[src/rtl/guard_pkg.sv]
package guard_pkg;

  // Overcurrent channel phases: watching the flag, or holding the bridge off.
  typedef enum logic {
    OC_WATCH = 1'b0,
    OC_HOLD  = 1'b1
  } oc_state_e;

  function automatic int unsigned max_of(input int unsigned a, input int unsigned b);
    return (a > b) ? a : b;
  endfunction

endpackage

[src/rtl/guard_rst_sync.sv]
// Reset conditioner: asserts asynchronously, releases on the clock.
module guard_rst_sync #(
  parameter int unsigned STAGES = 2
) (
  input  logic clk,
  input  logic rst_n,
  output logic rst_ok
);

  logic [STAGES-1:0] chain_q;
  logic [STAGES-1:0] chain_d;

  always_comb begin
    chain_d = {chain_q[STAGES-2:0], 1'b1};
  end

  always_ff @(posedge clk or negedge rst_n) begin
    if (!rst_n) begin
      chain_q <= '0;
    end else begin
      chain_q <= chain_d;
    end
  end

  assign rst_ok = chain_q[STAGES-1];

endmodule

[src/rtl/guard_flag_sync.sv]
// Multi-stage synchronizer for the raw detector flags.
module guard_flag_sync #(
  parameter int unsigned WIDTH  = 1,
  parameter int unsigned STAGES = 2
) (
  input  logic             clk,
  input  logic             rst_n,
  input  logic [WIDTH-1:0] raw,
  output logic [WIDTH-1:0] synced
);

  logic [WIDTH-1:0] stage_q [STAGES];

  for (genvar s = 0; s < STAGES; s++) begin : g_stage
    logic [WIDTH-1:0] stage_d;
    if (s == 0) begin : g_first
      assign stage_d = raw;
    end else begin : g_next
      assign stage_d = stage_q[s-1];
    end

    always_ff @(posedge clk or negedge rst_n) begin
      if (!rst_n) begin
        stage_q[s] <= '0;
      end else begin
        stage_q[s] <= stage_d;
      end
    end
  end

  assign synced = stage_q[STAGES-1];

endmodule

[src/rtl/guard_oc_channel.sv]
// One overcurrent channel: qualification count followed by a timed hold-off.
module guard_oc_channel
  import guard_pkg::*;
#(
  parameter int unsigned DEGLITCH_CYC = 412,
  parameter int unsigned RETRY_CYC    = 168750
) (
  input  logic clk,
  input  logic rst_n,
  input  logic clr,
  input  logic oc,
  output logic hold
);

  localparam int unsigned            CNT_W   = $clog2(max_of(DEGLITCH_CYC, RETRY_CYC) + 1);
  localparam logic [CNT_W-1:0]       DG_LAST = CNT_W'(DEGLITCH_CYC - 1);
  localparam logic [CNT_W-1:0]       RT_LAST = CNT_W'(RETRY_CYC - 1);
  localparam logic [CNT_W-1:0]       ONE     = CNT_W'(1);

  oc_state_e        state_q, state_d;
  logic [CNT_W-1:0] cnt_q, cnt_d;
  logic             upd_en;

  always_comb begin
    state_d = state_q;
    cnt_d   = cnt_q;
    if (clr) begin
      state_d = OC_WATCH;
      cnt_d   = '0;
    end else begin
      case (state_q)
        OC_WATCH: begin
          if (oc) begin
            if (cnt_q == DG_LAST) begin
              state_d = OC_HOLD;
              cnt_d   = '0;
            end else begin
              cnt_d = cnt_q + ONE;
            end
          end else begin
            cnt_d = '0;
          end
        end
        OC_HOLD: begin
          if (cnt_q == RT_LAST) begin
            state_d = OC_WATCH;
            cnt_d   = '0;
          end else begin
            cnt_d = cnt_q + ONE;
          end
        end
      endcase
    end
  end

  assign upd_en = (state_d != state_q) || (cnt_d != cnt_q);

  always_ff @(posedge clk or negedge rst_n) begin
    if (!rst_n) begin
      state_q <= OC_WATCH;
      cnt_q   <= '0;
    end else if (upd_en) begin
      state_q <= state_d;
      cnt_q   <= cnt_d;
    end
  end

  assign hold = (state_q == OC_HOLD);

endmodule

[src/rtl/guard_fault_merge.sv]
// Applies the source priority: supply-low, then temperature, then overcurrent.
module guard_fault_merge #(
  parameter int unsigned N_BRIDGES = 2
) (
  input  logic                 rst_ok,
  input  logic                 uv,
  input  logic                 therm,
  input  logic [N_BRIDGES-1:0] hold,
  output logic [N_BRIDGES-1:0] bridge_off,
  output logic                 fault_n
);

  logic all_off;
  logic report;

  always_comb begin
    all_off    = !rst_ok || uv || therm;
    bridge_off = {N_BRIDGES{all_off}} | hold;
    report     = rst_ok && !uv && (therm || (|hold));
    fault_n    = !report;
  end

endmodule

[src/rtl/bridge_guard.sv]
module bridge_guard #(
  parameter int unsigned N_BRIDGES    = 2,
  parameter int unsigned SYNC_STAGES  = 2,
  parameter int unsigned RST_STAGES   = 2,
  parameter int unsigned DEGLITCH_CYC = 412,
  parameter int unsigned RETRY_CYC    = 168750
) (
  input  logic                 clk,
  input  logic                 rst_n,
  input  logic [N_BRIDGES-1:0] oc_flag,
  input  logic                 therm_flag,
  input  logic                 uv_flag,
  output logic [N_BRIDGES-1:0] bridge_off,
  output logic                 fault_n
);

  localparam int unsigned FLAG_W = N_BRIDGES + 2;

  logic                 rst_ok;
  logic [FLAG_W-1:0]    flags_s;
  logic [N_BRIDGES-1:0] oc_s;
  logic                 therm_s;
  logic                 uv_s;
  logic                 chan_clr;
  logic [N_BRIDGES-1:0] oc_hold;

  guard_rst_sync #(
    .STAGES (RST_STAGES)
  ) u_rst (
    .clk    (clk),
    .rst_n  (rst_n),
    .rst_ok (rst_ok)
  );

  guard_flag_sync #(
    .WIDTH  (FLAG_W),
    .STAGES (SYNC_STAGES)
  ) u_sync (
    .clk    (clk),
    .rst_n  (rst_ok),
    .raw    ({uv_flag, therm_flag, oc_flag}),
    .synced (flags_s)
  );

  assign oc_s     = flags_s[N_BRIDGES-1:0];
  assign therm_s  = flags_s[N_BRIDGES];
  assign uv_s     = flags_s[N_BRIDGES+1];
  assign chan_clr = uv_s || therm_s;

  for (genvar b = 0; b < N_BRIDGES; b++) begin : g_chan
    guard_oc_channel #(
      .DEGLITCH_CYC (DEGLITCH_CYC),
      .RETRY_CYC    (RETRY_CYC)
    ) u_chan (
      .clk   (clk),
      .rst_n (rst_ok),
      .clr   (chan_clr),
      .oc    (oc_s[b]),
      .hold  (oc_hold[b])
    );
  end

  guard_fault_merge #(
    .N_BRIDGES (N_BRIDGES)
  ) u_merge (
    .rst_ok     (rst_ok),
    .uv         (uv_s),
    .therm      (therm_s),
    .hold       (oc_hold),
    .bridge_off (bridge_off),
    .fault_n    (fault_n)
  );

endmodule

[config.mk]
export PLATFORM = sky130hd
export DESIGN_NAME = bridge_guard
export DESIGN_NICKNAME = d
export VERILOG_FILES = /design/src/rtl/guard_pkg.sv /design/src/rtl/guard_rst_sync.sv /design/src/rtl/guard_flag_sync.sv /design/src/rtl/guard_oc_channel.sv /design/src/rtl/guard_fault_merge.sv /design/src/rtl/bridge_guard.sv
export SDC_FILE = /design/constraint.sdc
export NUM_CORES = 1
export LEC_CHECK = 0
export ABC_AREA = 1
export CAP_MARGIN = 20
export CORE_UTILIZATION = 45
export CTS_CLUSTER_SIZE = 8
export DETAILED_ROUTE_END_ITERATION = 8
export DONT_BUFFER_PORTS = 1
export PLACE_DENSITY = 0.6
export SLEW_MARGIN = 15
export SYNTH_ARGS = -nofsm -noshare
export SYNTH_HDL_FRONTEND = slang
export SYNTH_SLANG_ARGS = --single-unit
export TNS_END_PERCENT = 20
[constraint.sdc]
create_clock -name clk -period 4.28 [get_ports clk]
set_input_delay 0.642 -clock clk [delete_from_list [all_inputs] [get_ports clk]]
set_output_delay 0.642 -clock clk [all_outputs]
set_load 0.1 [all_outputs]
## Yosys cells after proc, flatten, opt, wreduce, memory -nomap -nowiden

Index checks and enable logic that the tools add are counted.

| storage, ports and cells | value |
|---|---|
| flip-flop bits (word level) | 48 |
| bits of input ports | 6 |

| operators by class | value |
|---|---|
| add/subtract/negate cells | 2 |
| equality and inequality tests | 8 |
| muxes and demuxes | 20 |
| bitwise gates (word level) | 3 |
| reduce and logical (&&, ||, !) cells | 12 |

Operators with widths:

| operator | count |
|---|---|
| two-way mux 18 bit | 8 |
| case mux 18 bit (2 select lines) | 2 |
| adder 18 x 1 -> 18 bit (second input constant) | 2 |
| equality test 18 bit (second input constant) | 2 |
| equality test 18 x 9 -> 1 bit (second input constant) | 2 |
| != test 18 bit | 2 |
| two-way mux 1 bit | 8 |
| logical OR 1 bit | 6 |
| case mux 1 bit (2 select lines) | 2 |
| logical NOT 1 bit | 3 |
| logical AND 1 bit | 2 |
| != test 1 bit | 2 |
| inverter 1 bit | 2 |
| OR 2 bit | 1 |
| OR reduction 2 bit | 1 |

## Logic depth before layout (Yosys ltp)

| logic depth | value |
|---|---|
| word-level depth | 7 |
| gate-level depth with buffers | 10 |
| gate-level depth less buffers | 9 |

## Cells and area by module

From an unflattened synthesis, not the netlist that was laid out.

| second synthesis, totals | value |
|---|---|
| cells, all modules | 383 |
| area, all modules | 2,874.0 um^2 |

Modules (own cells, without submodules):

| module | times used | cells each | area each (um^2) |
|---|---|---|---|
| guard_oc_channel | 2 | 180 | 1,285.0 |
| guard_flag_sync | 1 | 8 | 200.2 |
| guard_rst_sync | 1 | 3 | 53.8 |
| guard_fault_merge | 1 | 9 | 38.8 |
| bridge_guard | 1 | 3 | 11.3 |

## Worst setup path before layout

No wires, ideal clock.

| path | value |
|---|---|
| kind | reg-to-output |
| start point | register g_chan[1].u_chan.state_q |
| end point | output port fault_n |
| arrival time | 3,903 ps |
| data required time | 3,638 ps |
| path slack | -265 ps |
| stages on the path, launching flop included | 2 |
| path buffers | 0 |
| cell sequence | dfrtp_1 -> o311ai_0 |

| on the way | value |
|---|---|
| longest elaborated chain between the ends | 4 |

RTL lines:

| element | line | text |
|---|---|---|
| start: declaration | guard_oc_channel.sv:20 | `oc_state_e state_q, state_d;` |
| start signal: assignment | guard_oc_channel.sv:63 | `state_q <= state_d;` |
| OR reduction 2 bit | guard_fault_merge.sv:19 | `report = rst_ok && !uv && (therm \|\| (\|hold));` |
| logical OR 1 bit | guard_fault_merge.sv:19 |  |
| logical AND 1 bit | guard_fault_merge.sv:19 |  |
| logical NOT 1 bit | guard_fault_merge.sv:20 | `fault_n = !report;` |
| end: declaration | bridge_guard.sv:14 | `output logic fault_n` |

Every way passes these cells.

## Final worst setup path

| path | value |
|---|---|
| start point | register u_rst.chain_q[1] |
| end point | output port bridge_off[0] |

| on the way | value |
|---|---|
| longest elaborated chain between the ends | 4 |

RTL lines:

| element | line | text |
|---|---|---|
| start: declaration | guard_rst_sync.sv:10 | `logic [STAGES-1:0] chain_q;` |
| start signal: assignment | guard_rst_sync.sv:21 | `chain_q <= chain_d;` |
| logical NOT 1 bit (no source line) | n/a |  |
| logical OR 1 bit (2 in a row) | guard_fault_merge.sv:17 | `all_off = !rst_ok \|\| uv \|\| therm;` |
| OR 2 bit | guard_fault_merge.sv:18 | `bridge_off = {N_BRIDGES{all_off}} \| hold;` |
| end: declaration | bridge_guard.sv:13 | `output logic [N_BRIDGES-1:0] bridge_off,` |

Every way passes these cells.

==> flow_summary.yaml <==
outcome:
  run_status: "finished clean"
timing:
  rsz0062_at_grt: "false"
  worst-slew-pin-transition_ns: 1.09
  fmaxAchievable_ghz: 0.414
  finalHoldWorstSlack_ns: 0.0289
  final_cycle_utilization_of_the_critical_path_pct: 56.5
  finalClockSkew_ns: 0.0134
  period_minus_slack_ns: 2.42
  timing.final.hold_violations: 0
  tns_ns: 0
  slew-limit-headroom_pct: 27.2
  report.final.slew_viol_count: 0
  setup-violations-final: 0
clock_tree:
  cts_tree: "built"
  clock_sink_count: 48
  cts_buffers: 5
  clk_latency_ns: 0.30
  clk_pin_slew_worst_paths_ns: 0.09
  cts_buffer_depth: 2
  cts.htree.levels: 2
  post_cts_resized: 0
  hold_fix_buffer_count_after_cts: 0
  postCtsSetupBuffers: 0
  clock_tree.root_cell: "sky130_fd_sc_hd__clkbuf_8"
finish:
  areaGrowthSynthToFinish_pct: 8.24
  antenna_cells: 0
  postLayoutCellArea_um2: 2760
  layout.nets: 333
  share_of_cells_above_drive_strength_1_pct: 9.32
  instances_no_fill: 394
synthesis:
  synth_simple_gate_area_share_pct: 33.4
  synth.ff_latch_count: 48
  syn-num-nets: 327
  synthXorXnorAreaFrac_pct: 9.27
  mappedNetlistArea_um2: 2550
  synth_sequential_area_ratio_pct: 47.1
  yosys-mux-area-fraction_pct: 0
  fraction_of_the_mapped_netlist_area_in_compound_gates_pct: 1.42
  dominant_combinational_cell_family_by_area_after_synthesis: "simple AND/OR/NAND/NOR gates"
  ys_types: 27
  synth.avg_cell_area_um2: 8.10
  synth_warnings: 0
  syn_inst: 315
  synthAdderAreaFrac_pct: 2.94
worst_setup_path:
  setup.worst_path.start_class: "flop"
  cell_type_group_with_the_largest_total_delay_on_the_critical_path: "simple AND/OR/NAND/NOR gates"
  worst_setup_path_end_kind: "primary output"
  criticalPathCategory: "reg -> out"
  bufs_and_invs_on_worst_path: 0
  timing.critical_path.required_ns: 3.64
  critPathSlowestCell: "sky130_fd_sc_hd__nand3_1"
  arrival_ns: 1.78
  cpPeakStageDelay_ns: 0.86
  path_max_fanout: 19
  critical_path_cell_count: 1
  r2r.worst_path.cells: 8
  path_cells: "nand3_1"
global_routing:
  antenna_found_initial: 0
  grt_pass1_wl_um: 8530
  groute.usage.overall_pct: 18.2
  gr-total-overflow: 0
  grt_start_max_net_pins: 32
  first_global_vias: 1747
floorplan:
  width_of_the_die_um: 77.3
  die-height_um: 77.3
  initial_core_util_pct: 46.6
  floorplan.die_area_um2: 5970
  ioPinCount: 9
  design.core.area_um2: 5470
  row_count: 27
route:
  total_length_of_routed_wires_um: 4810
  route.detailed.drc: 0
  dr.first_iter.drc_count: 90
  avgRoutedWirePerCell_um: 12.2
  first_pass_iters: 4
  route.antenna.remaining_nets: 0
  vias: 1886
  vias_per_cell: 4.79
place:
  hpwl_after_dpl_um: 3620
  place.detailed.instances: 386
  i_o_buffers: 0
  post_dp_cell_area_um2: 2640
  gp_congestion: 0.906
pwr:
  peakVddDrop_uv: 233
  static-leakage-power_nw: 1.11
  powerDensity_nw_per_um2: 301
hold_path:
  hold_path_class: "in -> async"
flow_run:
  max-cap-violations: 0
[stage by stage]
stage | total power, mW | worst slack (ns) | utilization [%]
2_1_floorplan | 0.497 | 0.895 | -
3_3_place_gp | 0.503 | 2.16 | 48.3
3_5_place_dp | 0.504 | 2.14 | 48.3
4_1_cts | 0.841 | 1.80 | 50.4
5_1_grt | 0.858 | 1.72 | 50.4
6_report | 0.830 | 1.86 | 50.4
[synthesized netlist by cell type]
cell type,count,area share (%)
sky130_fd_sc_hd__inv_2,2,0.29
sky130_fd_sc_hd__nor3b_1,1,0.29
sky130_fd_sc_hd__dfrtp_1,48,47
sky130_fd_sc_hd__inv_1,31,4.6
sky130_fd_sc_hd__nor2_4,1,0.44
sky130_fd_sc_hd__o311ai_0,1,0.34
sky130_fd_sc_hd__nor3_1,10,2.0
sky130_fd_sc_hd__nand3_2,1,0.39
sky130_fd_sc_hd__and3_1,1,0.25
sky130_fd_sc_hd__xnor2_1,6,2.1
sky130_fd_sc_hd__and2_1,1,0.25
sky130_fd_sc_hd__nor3_2,1,0.39
sky130_fd_sc_hd__conb_1,1,0.15
sky130_fd_sc_hd__nor2_2,6,1.5
sky130_fd_sc_hd__nor2_1,77,11
sky130_fd_sc_hd__a21boi_0,1,0.29
sky130_fd_sc_hd__buf_6,2,0.88
sky130_fd_sc_hd__o21a_1,1,0.29
sky130_fd_sc_hd__ha_1,6,2.9
sky130_fd_sc_hd__o21ai_0,1,0.20
sky130_fd_sc_hd__nand3_1,26,5.1
sky130_fd_sc_hd__nand2_2,7,1.7
sky130_fd_sc_hd__nand2_4,1,0.44
sky130_fd_sc_hd__nand2_1,55,8.1
sky130_fd_sc_hd__xor2_1,21,7.2
sky130_fd_sc_hd__o21bai_1,1,0.29
sky130_fd_sc_hd__nand4_1,5,1.2
[report_power, final]
group	internal (mW)	switching [mW]	total (mW)
Clock	0.176	0.161	0.337
Sequential	0.459	0.00688	0.466
Combinational	0.00462	0.0229	0.0275
Total	0.640	0.190	0.830
[registers in the layout, indices dropped and copies added, names as in the netlist]
register and cells:
u_sync.synced 4, g_chan.u_chan.hold 2, g_chan.u_chan.cnt_q 36, u_sync.g_stage.stage_d 4, u_rst.chain_q 2
[layout make-up]
class,count,area [um2]
inverter,33,124
tap,72,90.1
sequential,48,1200
clock buffer,5,68.8
fill,551,2710
clock inverter,3,47.5
timing repair buffer,1,7.51
multi-input combinational,232,1220
[kinds of logic after synthesis]
logic type / Yosys count
XOR/XNOR: 27
other: 1
flip-flops: 48
AND/OR/NAND/NOR: 193
buffers and inverters: 35
AO/OA/AOI/OAI: 5
adder cells (fa/ha/maj): 6
[routing by layer]
metal	GRT usage [%]	part of all wire, %	up-vias
met4	3.96	0.71	0
met3	4.64	3.3	2
met1	29.2	56	865
met2	24.0	40	29
li1	-	-	990
met5	0	0	-
[worst paths after layout]
check | slack, ns | endpoint | from
setup / recovery | 1.86 | bridge_off[0] | u_rst.chain_q[1]$_DFF_PN0_
hold / removal | 0.03 | u_rst.chain_q[0]$_DFF_PN0_ | rst_n
hold reg to reg | 0.19 | g_chan[1].u_chan.cnt_q[5]$_DFFE_PN0P_ | u_rst.chain_q[1]$_DFF_PN0_
max in group asynchronous | 3.36 | g_chan[1].u_chan.cnt_q[10]$_DFFE_PN0P_ | u_rst.chain_q[1]$_DFF_PN0_
setup reg to reg | 2.63 | g_chan[0].u_chan.cnt_q[15]$_DFFE_PN0P_ | g_chan[0].u_chan.cnt_q[0]$_DFFE_PN0P_
min in group clk | 0.35 | u_sync.synced[0]$_DFF_PN0_ | u_sync.g_stage[1].stage_d[0]$_DFF_PN0_
[layout by cell type (no fill, tap or decap), types with 2 or more instances in the layout]
master                     count
sky130_fd_sc_hd__nor2_1       77
sky130_fd_sc_hd__nand2_1      55
sky130_fd_sc_hd__dfrtp_1      47
sky130_fd_sc_hd__inv_1        31
sky130_fd_sc_hd__nand3_1      26
sky130_fd_sc_hd__xor2_1       21
sky130_fd_sc_hd__nor3_1       10
sky130_fd_sc_hd__nand2_2       7
sky130_fd_sc_hd__nor2_2        6
sky130_fd_sc_hd__xnor2_1       6
sky130_fd_sc_hd__ha_1          6
sky130_fd_sc_hd__nand4_1       5
sky130_fd_sc_hd__clkbuf_8      5
sky130_fd_sc_hd__inv_2         2
sky130_fd_sc_hd__clkinv_4      2
Power figures use the tool's default switching activity.
